File: src/rtl/prediv_pkg.sv
package prediv_pkg;

  localparam int unsigned CNT_W = 14;

  typedef logic [CNT_W-1:0] ratio_t;

  typedef enum logic [1:0] {
    MODE_PASS   = 2'd0,
    MODE_SPOT   = 2'd1,
    MODE_MANUAL = 2'd2
  } div_mode_e;

  // Manual has priority over spot-frequency mode.
  function automatic div_mode_e decode_mode(input logic [7:0] cfg);
    if (cfg[7])      return MODE_MANUAL;
    else if (cfg[6]) return MODE_SPOT;
    else             return MODE_PASS;
  endfunction

  // Edges of the reference per 8 kHz period; 0 marks an unsupported code.
  function automatic ratio_t spot_ratio(input logic [3:0] code);
    case (code)
      4'd0:    return ratio_t'(1);
      4'd1:    return ratio_t'(256);
      4'd2:    return ratio_t'(193);
      4'd3:    return ratio_t'(810);
      4'd4:    return ratio_t'(2430);
      4'd5:    return ratio_t'(3240);
      4'd6:    return ratio_t'(4860);
      4'd7:    return ratio_t'(6480);
      4'd8:    return ratio_t'(9720);
      default: return ratio_t'(0);
    endcase
  endfunction

endpackage

File: src/rtl/prediv_edge_sync.sv
module prediv_edge_sync #(
  parameter int unsigned SYNC_STAGES = 2
) (
  input  logic clk,
  input  logic rst_n,
  input  logic ref_raw,
  input  logic fall_sel,
  output logic evt
);

  // sh[SYNC_STAGES-1] is the synchronised level, sh[SYNC_STAGES] its previous value
  logic [SYNC_STAGES:0] sh;

  always_ff @(posedge clk) begin
    if (!rst_n) sh <= '0;
    else        sh <= {sh[SYNC_STAGES-1:0], ref_raw};
  end

  logic lvl_now, lvl_prev;
  assign lvl_now  = sh[SYNC_STAGES-1];
  assign lvl_prev = sh[SYNC_STAGES];

  always_comb begin
    if (fall_sel) evt = lvl_prev & ~lvl_now;
    else          evt = lvl_now & ~lvl_prev;
  end

  AST_EVT_SPACED: assert property (@(posedge clk) disable iff (!rst_n)
    evt |=> (!evt || (fall_sel != $past(fall_sel))));

endmodule

File: src/rtl/prediv_n_reg.sv
module prediv_n_reg
  import prediv_pkg::*;
#(
  parameter int unsigned N_MAX   = 12499,
  parameter int unsigned N_RESET = 1
) (
  input  logic       clk,
  input  logic       rst_n,
  input  logic [7:0] wdata,
  input  logic       wr_hi,
  input  logic       wr_lo,
  output ratio_t     n_q
);

  logic [7:0]  hi_q;
  logic [15:0] cand;
  logic        cand_ok;

  assign cand    = {hi_q, wdata};
  assign cand_ok = (cand != 16'd0) && (32'(cand) <= N_MAX);

  always_ff @(posedge clk) begin
    if (!rst_n) begin
      hi_q <= '0;
      n_q  <= ratio_t'(N_RESET);
    end else begin
      if (wr_hi) hi_q <= wdata;
      if (wr_lo && cand_ok) n_q <= cand[CNT_W-1:0];
    end
  end

  AST_N_IN_RANGE: assert property (@(posedge clk) disable iff (!rst_n)
    (n_q != '0) && (32'(n_q) <= N_MAX));

  AST_N_HOLD: assert property (@(posedge clk) disable iff (!rst_n)
    !wr_lo |=> $stable(n_q));

endmodule

File: src/rtl/prediv_chan_counter.sv
module prediv_chan_counter
  import prediv_pkg::*;
(
  input  logic   clk,
  input  logic   rst_n,
  input  logic   evt,
  input  ratio_t ratio,
  output logic   pulse
);

  ratio_t cnt;

  always_ff @(posedge clk) begin
    if (!rst_n) begin
      cnt   <= '0;
      pulse <= 1'b0;
    end else begin
      pulse <= 1'b0;
      if (evt) begin
        if (cnt == '0) begin
          // Reload point: only here does a new ratio take hold.
          if (ratio != '0) begin
            pulse <= 1'b1;
            cnt   <= ratio - ratio_t'(1);
          end
        end else begin
          cnt <= cnt - ratio_t'(1);
        end
      end
    end
  end

  AST_PULSE_FROM_EVT: assert property (@(posedge clk) disable iff (!rst_n)
    pulse |-> $past(evt));

  AST_CNT_STEP: assert property (@(posedge clk) disable iff (!rst_n)
    (evt && cnt != '0) |=> (cnt == $past(cnt) - ratio_t'(1)) && !pulse);

  AST_IDLE_HOLD: assert property (@(posedge clk) disable iff (!rst_n)
    !evt |=> ($stable(cnt) && !pulse));

  AST_ZERO_RATIO_SILENT: assert property (@(posedge clk) disable iff (!rst_n)
    (evt && cnt == '0 && ratio == '0) |=> (!pulse && cnt == '0));

endmodule

File: src/rtl/ref_prediv.sv
module ref_prediv
  import prediv_pkg::*;
#(
  parameter int unsigned NCH         = 2,
  parameter int unsigned N_MAX       = 12499,
  parameter int unsigned N_RESET     = 1,
  parameter int unsigned SYNC_STAGES = 2
) (
  input  logic             clk,
  input  logic             rst_n,
  input  logic [NCH-1:0]   ref_in,
  input  logic [NCH*8-1:0] cfg_flat,
  input  logic             edge_fall,
  input  logic [7:0]       n_wdata,
  input  logic             n_wr_hi,
  input  logic             n_wr_lo,
  output logic [NCH-1:0]   cmp_pulse
);

  ratio_t n_q;

  prediv_n_reg #(
    .N_MAX   (N_MAX),
    .N_RESET (N_RESET)
  ) u_nreg (
    .clk   (clk),
    .rst_n (rst_n),
    .wdata (n_wdata),
    .wr_hi (n_wr_hi),
    .wr_lo (n_wr_lo),
    .n_q   (n_q)
  );

  for (genvar g = 0; g < NCH; g++) begin : g_chan
    logic      evt;
    div_mode_e mode;
    ratio_t    ratio;

    always_comb begin
      mode = decode_mode(cfg_flat[g*8 +: 8]);
      case (mode)
        MODE_MANUAL: ratio = n_q + ratio_t'(1);
        MODE_SPOT:   ratio = spot_ratio(cfg_flat[g*8 +: 4]);
        default:     ratio = ratio_t'(1);
      endcase
    end

    prediv_edge_sync #(
      .SYNC_STAGES (SYNC_STAGES)
    ) u_sync (
      .clk      (clk),
      .rst_n    (rst_n),
      .ref_raw  (ref_in[g]),
      .fall_sel (edge_fall),
      .evt      (evt)
    );

    prediv_chan_counter u_cnt (
      .clk   (clk),
      .rst_n (rst_n),
      .evt   (evt),
      .ratio (ratio),
      .pulse (cmp_pulse[g])
    );

    AST_MANUAL_WINS: assert property (@(posedge clk) disable iff (!rst_n)
      cfg_flat[g*8+7] |-> (ratio != '0));
  end

endmodule

File: config.mk
export PLATFORM = sky130hd
export DESIGN_NAME = ref_prediv
export DESIGN_NICKNAME = d
export VERILOG_FILES = /design/src/rtl/prediv_pkg.sv /design/src/rtl/prediv_edge_sync.sv /design/src/rtl/prediv_n_reg.sv /design/src/rtl/prediv_chan_counter.sv /design/src/rtl/ref_prediv.sv
export SDC_FILE = /design/constraint.sdc
export NUM_CORES = 1
export LEC_CHECK = 0
export BUFFER_PORTS_ARGS = -buffer_cell sky130_fd_sc_hd__buf_4
export CAP_MARGIN = 20
export CORE_ASPECT_RATIO = 0.8
export CORE_MARGIN = 8
export CORE_UTILIZATION = 50
export CTS_BUF_LIST = sky130_fd_sc_hd__clkbuf_8
export DETAILED_ROUTE_END_ITERATION = 10
export MAX_ROUTING_LAYER = met4
export PLACE_DENSITY = 0.72
export SLEW_MARGIN = 20
export SYNTH_ARGS = -nofsm -noshare
export SYNTH_HDL_FRONTEND = slang
export SYNTH_SLANG_ARGS = --single-unit
File: constraint.sdc
create_clock -name clk -period 2.9 [get_ports clk]
set_input_delay 0.58 -clock clk [delete_from_list [all_inputs] [get_ports clk]]
set_output_delay 0.58 -clock clk [all_outputs]
set_load 0.02 [all_outputs]
# Word level (Yosys, flattened, before mapping)
# Memory sizes are Yosys's and may differ from the RTL's.
# Index checks and enable logic that the tools add are counted.
dict set report word_totals {
  regBits 58
  romBits 448
  in_bits 31
  output_inout_bits 2
  word_cells 55
  mem_count 2
}
# memory words word_bits rd rd_ports_with_merged_regs write_ports line_no
set memory_table {}
lappend memory_table {{(name not given)} 16 14 1 0 0 prediv_pkg.sv:22} ;# case (code)
lappend memory_table {{(name not given)} 16 14 1 0 0 prediv_pkg.sv:22}
dict set report classes {
  n_addsub 5
  order_cmp 1
  eq_ne 6
  mux 14
  n_bitwise 8
  reduce_logical 11
}
# operator n
set op_table {}
lappend op_table {{two-way mux 14 bit} 4}
lappend op_table {{case mux 14 bit (2 select lines)} 2}
lappend op_table {{subtractor 14 x 1 -> 14 bit, second input constant} 4}
lappend op_table {{logical NOT 14 bit} 2}
lappend op_table {{nonzero test 14 bit} 2}
lappend op_table {{less-or-equal comparator 16 x 14 -> 1 bit, second input constant} 1}
lappend op_table {{nonzero test 16 bit} 1}
lappend op_table {{adder 14 x 1 -> 14 bit, second input constant} 1}
lappend op_table {{two-way mux 1 bit} 6}
lappend op_table {{AND reduction 3 bit} 2}
lappend op_table {{AND 1 bit} 4}
lappend op_table {{== test 2 x 1 -> 1 bit, second input constant} 2}
lappend op_table {{== test 2 bit, second input constant} 2}
lappend op_table {{two-way mux 2 bit} 2}
lappend op_table {{!= test 2 bit, second input constant} 2}
lappend op_table {{NOT 1 bit} 4}
lappend op_table {{AND reduction 2 bit} 2}
lappend op_table {{logical AND 1 bit} 2}

# Longest topological paths before layout
dict set report depth {
  word_depth 7
  ltp_mapped 13
  depth_no_buf 13
}

# Cells and area by module
# From an unflattened synthesis, not the netlist that was laid out.
dict set report hier_totals {
  hier_cells 570
  hier_area_um2 4642.0
}
# mod instances cells_each area_each_um2 seq_area_each_um2
set by_module_without_submodules {}
lappend by_module_without_submodules {prediv_chan_counter 2 157 1265.0 300.3}
lappend by_module_without_submodules {ref_prediv 1 144 975.9 0.0}
lappend by_module_without_submodules {prediv_n_reg 1 94 933.4 440.4}
lappend by_module_without_submodules {prediv_edge_sync 2 9 101.3 60.1}

# Worst setup path after synthesis
# OpenSTA, ideal clock, no wires.
dict set report synth_path {
  path_type {input port to flip-flop}
  start {input port cfg_flat[0]}
  end {register g_chan[0].u_cnt.cnt[9]}
  setup_time_ns 0.120
  arrival_ns 2.983
  t_required_ns 2.780
  path_slack_ns -0.203
  path_stages 9
  path_buffers 0
  path_cell_list {ha_1 > or2_2 > a21o_1 > and2_1 > o31a_1 > nor4_2 > or4b_2 > xnor2_1 > o22ai_1}
}
dict set report synth_via {
  elab_chain_len 5
  elab_cells_between_ends 8
  cone_classes {add/sub: 1; eq/ne: 1; mux: 3; reduce/logical: 2; memory: 1}
}
# item line_no
set synth_lines {}
lappend synth_lines {{start, declared} ref_prediv.sv:12} ;# input logic [NCH*8-1:0] cfg_flat,
lappend synth_lines {{memory (16 x 14 bit) *} n/a}
lappend synth_lines {{case mux 14 bit (2 select lines) *} ref_prediv.sv:41} ;# case (mode)
lappend synth_lines {{subtractor 14 x 1 -> 14 bit or nonzero test 14 bit (tied branches)} {prediv_chan_counter.sv:24, prediv_chan_counter.sv:22}}
lappend synth_lines {{two-way mux 14 bit or != test 2 bit (tied branches)} n/a}
lappend synth_lines {{two-way mux 14 bit or AND reduction 2 bit (tied branches)} n/a}
lappend synth_lines {{end signal, assigned} prediv_chan_counter.sv:24} ;# cnt <= ratio - ratio_t'(1);
lappend synth_lines {{end signal, assigned} prediv_chan_counter.sv:27} ;# cnt <= cnt - ratio_t'(1);
lappend synth_lines {{end, declared} prediv_chan_counter.sv:11} ;# ratio_t cnt;
# Mark *: on every way between the ends. The rest lies on a longest branch, timed or not. The select of a mux whose other input is x is not followed.
# A chain may end at the register's enable or synchronous reset.

# Worst setup path in the final report
dict set report layout_path {
  start {register u_nreg.n_q[3]}
  end {register g_chan[1].u_cnt.cnt[5]}
}
dict set report layout_via {
  elab_chain_len 5
  elab_cells_between_ends 8
  cone_classes {add/sub: 2; eq/ne: 1; mux: 3; reduce/logical: 2}
}
# item line_no
set layout_lines {}
lappend layout_lines {{start, declared} prediv_n_reg.sv:12} ;# output ratio_t n_q
lappend layout_lines {{start signal, assigned} prediv_n_reg.sv:25} ;# n_q <= ratio_t'(N_RESET);
lappend layout_lines {{start signal, assigned} prediv_n_reg.sv:28} ;# if (wr_lo && cand_ok) n_q <= cand[CNT_W-1:0];
lappend layout_lines {{adder 14 x 1 -> 14 bit *} ref_prediv.sv:42} ;# MODE_MANUAL: ratio = n_q + ratio_t'(1);
lappend layout_lines {{case mux 14 bit (2 select lines) *} ref_prediv.sv:41}
lappend layout_lines {{subtractor 14 x 1 -> 14 bit or nonzero test 14 bit (tied branches)} {prediv_chan_counter.sv:24, prediv_chan_counter.sv:22}}
lappend layout_lines {{two-way mux 14 bit or != test 2 bit (tied branches)} n/a}
lappend layout_lines {{two-way mux 14 bit or AND reduction 2 bit (tied branches)} n/a}
lappend layout_lines {{end signal, assigned} prediv_chan_counter.sv:24}
lappend layout_lines {{end signal, assigned} prediv_chan_counter.sv:27}
lappend layout_lines {{end, declared} prediv_chan_counter.sv:11}
# Marks and branches as above.

==> results list <==
* Status: completed
- The first global-routing pass estimated 22520 µm of wire.
- Final Total Pwr: 3.054 mW
- End of the worst register-to-register path: g_chan[1].u_cnt.cnt[5]
- In the final design database the tool counted 708 nets.
- Counting the fill cells in the layout gives 784.
- The share of the Yosys chip area taken by registers is 0.2561.
- Die Width: 122.5 µm
- Of the total power, registers draw 0.291.
* Fraction of synthesis flops using an asynchronous set or reset pin: 0
- Relative contribution of combinational cells to total power: 0.430
* Number of global-route vias before repair: 4661
- GRT Util Overall: 0.2329
- For this run the aggregate overflow at the end of global routing stands at 0.
- For the final database, setup skew stands at 0.008230 ns.
- Actual slew at the worst max-slew pin: 0.5704 ns
- Via-per-instance ratio: 6.345
* Maximum number of pins on one net before global-route repair: 35
- From bottom edge to top edge, the die measures 101.2 µm.
* Post-route clock period utilization: 0.9686
- Worst R2R Setup Slack: 0.09 ns
- Fraction of final layout cells with drive strength greater than 1: 0.2797
* Top cells by instance count after synthesis: 58 x sky130_fd_sc_hd__dfxtp_1, 58 x sky130_fd_sc_hd__nor2_1, 43 x sky130_fd_sc_hd__nand2_1
- For this design, the sink count on the clock tree is 58.
- Of all nets on the critical path, the largest fanout is 7.
* Number of remaining DRC errors: 0
* Post-synth top area cell: sky130_fd_sc_hd__dfxtp_1
- The tree is rooted in a sky130_fd_sc_hd__clkbuf_8.
* Row Count: 31
- Pin placement for this block handled 33 I/O pins.
- The startpoint identified for the worst hold timing path is ref_in[1].
- Clock buffers created by TritonCTS: 9
* Worst-path cell with the longest stage delay: sky130_fd_sc_hd__or4_2
- For this run, the number of standard cells in the final layout without fillers is 780.
* Minimum hold slack: 0.4265 ns
* Switching part of the total: 0.3610
- Crit path time final: 2.809 ns
- The internal power of the cells totals 1.952 mW.
* Delay contributed by the slowest stage of the critical path: 0.69 ns
- Across all layers, the routed design uses 4949 vias.
- Yosys warning total: 0
* FMAX: 0.3560 GHz
- After detailed routing, the average wire length per cell comes to 17.98 µm.
* Post-synthesis cell area: 0.004533 mm²
- Once layout is complete, the utilization of the core stands at 0.6344.
- The number of antenna violations at the first check in global routing came to 0.
- Worst Hold End: g_chan[1].u_sync.sh[0]
* Antenna diode count: 0
* Max capacitance violation total: 0
- For this run, the leading register cell type out of synthesis is sky130_fd_sc_hd__dfxtp_1.
* Count of buffer and inverter cells on the critical path: 2
- At the worst endpoint, the required time is 3.14 ns.
* Number of flops mapped to enable cells by yosys: 0
- Later-pin clock latency in the skew report: 0.36 ns
- Final-report hold violation count: 0
* Initial Util: 0.5081
- Post-synth net total: 615
- Core ar.: 0.008921 mm²
* Crit Path Category: flop to flop
* Synth area leaders: sky130_fd_sc_hd__dfxtp_1 26%, sky130_fd_sc_hd__mux2i_1 7.1%, sky130_fd_sc_hd__nor2_1 4.8%
- The H-tree generated during clock tree synthesis spans 3 levels.
- The number of different library cells used by synthesis comes to 83.
- The min-delay analysis places its worst path in the category input pin to flop.
- In this run the power density over the cells is 539.7 mW/mm².
- Area share of the largest cell type after synthesis: 0.2561
- The count of buffers added on input and output ports is 28.
* Net switching power figure: 1.103 mW
- The final number of max-transition violations was 0.
- CTS tree: done
- Mean cell area of the mapped netlist: 7.995 µm²
* Headroom to the max-slew limit: 0.6168
* HPWL reported at the end of detailed placement: 10320 µm
- Crit path launch type: flop
- Setup violation total in the final timing report: 0
- For this run, the detailed router's first-pass iteration total came to 7.
- Clk pwr share: 0.279
* Growth of design area from synthesis to finish: 24.84%
- Maximum ir drop on the vdd rail: 0.4303 mV
* Setup crit start: u_nreg.n_q[3]
* Cells traversed along the worst timing path: nand4_4 -> or4_2 -> nand2_1 -> o2bb2ai_1 -> nor4_2 -> buf_4 -> buf_4 -> a31o_2 -> o41ai_1 -> a21oi_1
- The startpoint identified for the worst register-to-register timing path is u_nreg.n_q[3].
- Counting instances, the worst hold path has a depth of 2.
- In this run the deepest clock path goes through 2 buffers.
- DRT antenna net count: 0
* Total detailed-routing wirelength: 14030 µm
- Routability-driven placement finished with a final weighted congestion of 0.9918.
- STA classifies the critical path endpoint as a flop.
- Total of flip-flops plus latches after synthesis: 58
* Most used cell, CP: sky130_fd_sc_hd__buf_4
- Post-Place Cells: 764
* Clock slew seen by the registers of the worst setup and hold paths: 0.07 ns
* Number of setup buffers added after CTS: 0
- Hold buffers post-CTS: 0
- STA puts the critical path data arrival time at 3.04 ns.
* Cell count after synthesis: 567
- The detailed router finished its first iteration with 586 violations.
* Full die area: 0.01239 mm²
* Worst R2R Path Depth: 10
- On the critical path the largest part of the delay comes from simple AND/OR/NAND/NOR gates.
- Static leakage: 2.372 nW
how the worst max path moves through the flow:
stage | end | slack [ns] | cells after the start
floorplan | g_chan[0].u_cnt.cnt[9] | -0.03 | 9
global route | g_chan[1].u_cnt.cnt[5] | -0.01 | 12
finish | g_chan[1].u_cnt.cnt[5] | 0.09 | 10
global placement | g_chan[0].u_cnt.cnt[4] | -0.21 | 11
detailed placement | g_chan[0].u_cnt.cnt[3] | -0.26 | 11
CTS | g_chan[1].u_cnt.cnt[9] | 0.006 | 10
timing repair:
| action | CTS | global route |
|---|---|---|
| cloned | 0 | 0 |
| endpoints found under the setup margin | 14 | 25 |
| hold endpoints to repair | 0 | 0 |
| resized for setup | 6 | 21 |
cell type report:
type / count / area [µm²] / area share
Clock buffer: 10 / 137.6 / 0.02432
Clock inverter: 6 / 81.33 / 0.01437
Inverter: 13 / 48.80 / 0.008623
Multi-Input combinational cell: 460 / 3194 / 0.5644
Sequential cell: 58 / 1167 / 0.2063
Tap cell: 115 / 143.9 / 0.02543
Timing Repair Buffer: 118 / 885.9 / 0.1565
cells in the final DEF (no fill, tap or decap), types with 9 or more instances in the layout:
master                     instances
sky130_fd_sc_hd__a21oi_1          34
sky130_fd_sc_hd__a31oi_1           9
sky130_fd_sc_hd__and2_1           10
sky130_fd_sc_hd__buf_4           118
sky130_fd_sc_hd__clkbuf_8         10
sky130_fd_sc_hd__dfxtp_1          55
sky130_fd_sc_hd__ha_1             16
sky130_fd_sc_hd__inv_1            13
sky130_fd_sc_hd__mux2i_1          31
sky130_fd_sc_hd__nand2_1          42
sky130_fd_sc_hd__nand3_1          15
sky130_fd_sc_hd__nand4_1          10
sky130_fd_sc_hd__nor2_1           58
sky130_fd_sc_hd__nor3_1           20
sky130_fd_sc_hd__nor4_1           14
sky130_fd_sc_hd__o21ai_0          18
cell families after synthesis:
logic type	after synthesis	synth area share
compound gates	155	0.2396
xor+xnor	12	0.02319
fa+ha+maj	17	0.04692
buf+inv	49	0.06514
flops	58	0.2561
mux	33	0.07314
simple gates	243	0.2959
metal layers:
layer	track usage	vias to the layer above	part of all wire
li1	-	2327	-
met1	0.2860	2338	0.44
met2	0.3523	238	0.44
met3	0.05682	46	0.087
met4	0.1121	0	0.035
met5	-	-	0
through the flow:
step / area [µm²] / setup slack (ns) / setup TNS (ns)
after floorplan: 4551 / -0.03020 / -0.03020
after global routing: 5659 / -0.01216 / -0.02290
after global placement: 5340 / -0.2091 / -3.313
final: 5659 / 0.09105 / 0
after detailed placement: 5340 / -0.2602 / -4.935
after CTS: 5577 / 0.005640 / 0
worst reg2reg max path: cells and delay by family, from the launching register on:
family	cells	cell delay [ns]
AOI/OAI and AO/OA	4	0.90
buffers and inverters	2	0.27
DFF	1	0.39
and+or+nand+nor	4	1.11
power groups by stage:
stage	combinational, mW	clock [mW]	sequential [mW]
floorplan	0.859	0	0.890
global placement	1.22	0	0.901
detailed placement	1.25	0	0.905
CTS	1.27	0.864	0.888
global route	1.43	0.893	0.895
finish	1.31	0.851	0.890
registers in the layout, summed over array words and instances, names as in the netlist:
name	count
u_nreg.hi_q	8
g_chan.u_cnt.cnt	28
g_chan.u_sync.sh	6
u_nreg.n_q	14
g_chan.u_cnt.pulse	2
(Power assumes the default switching activity.)
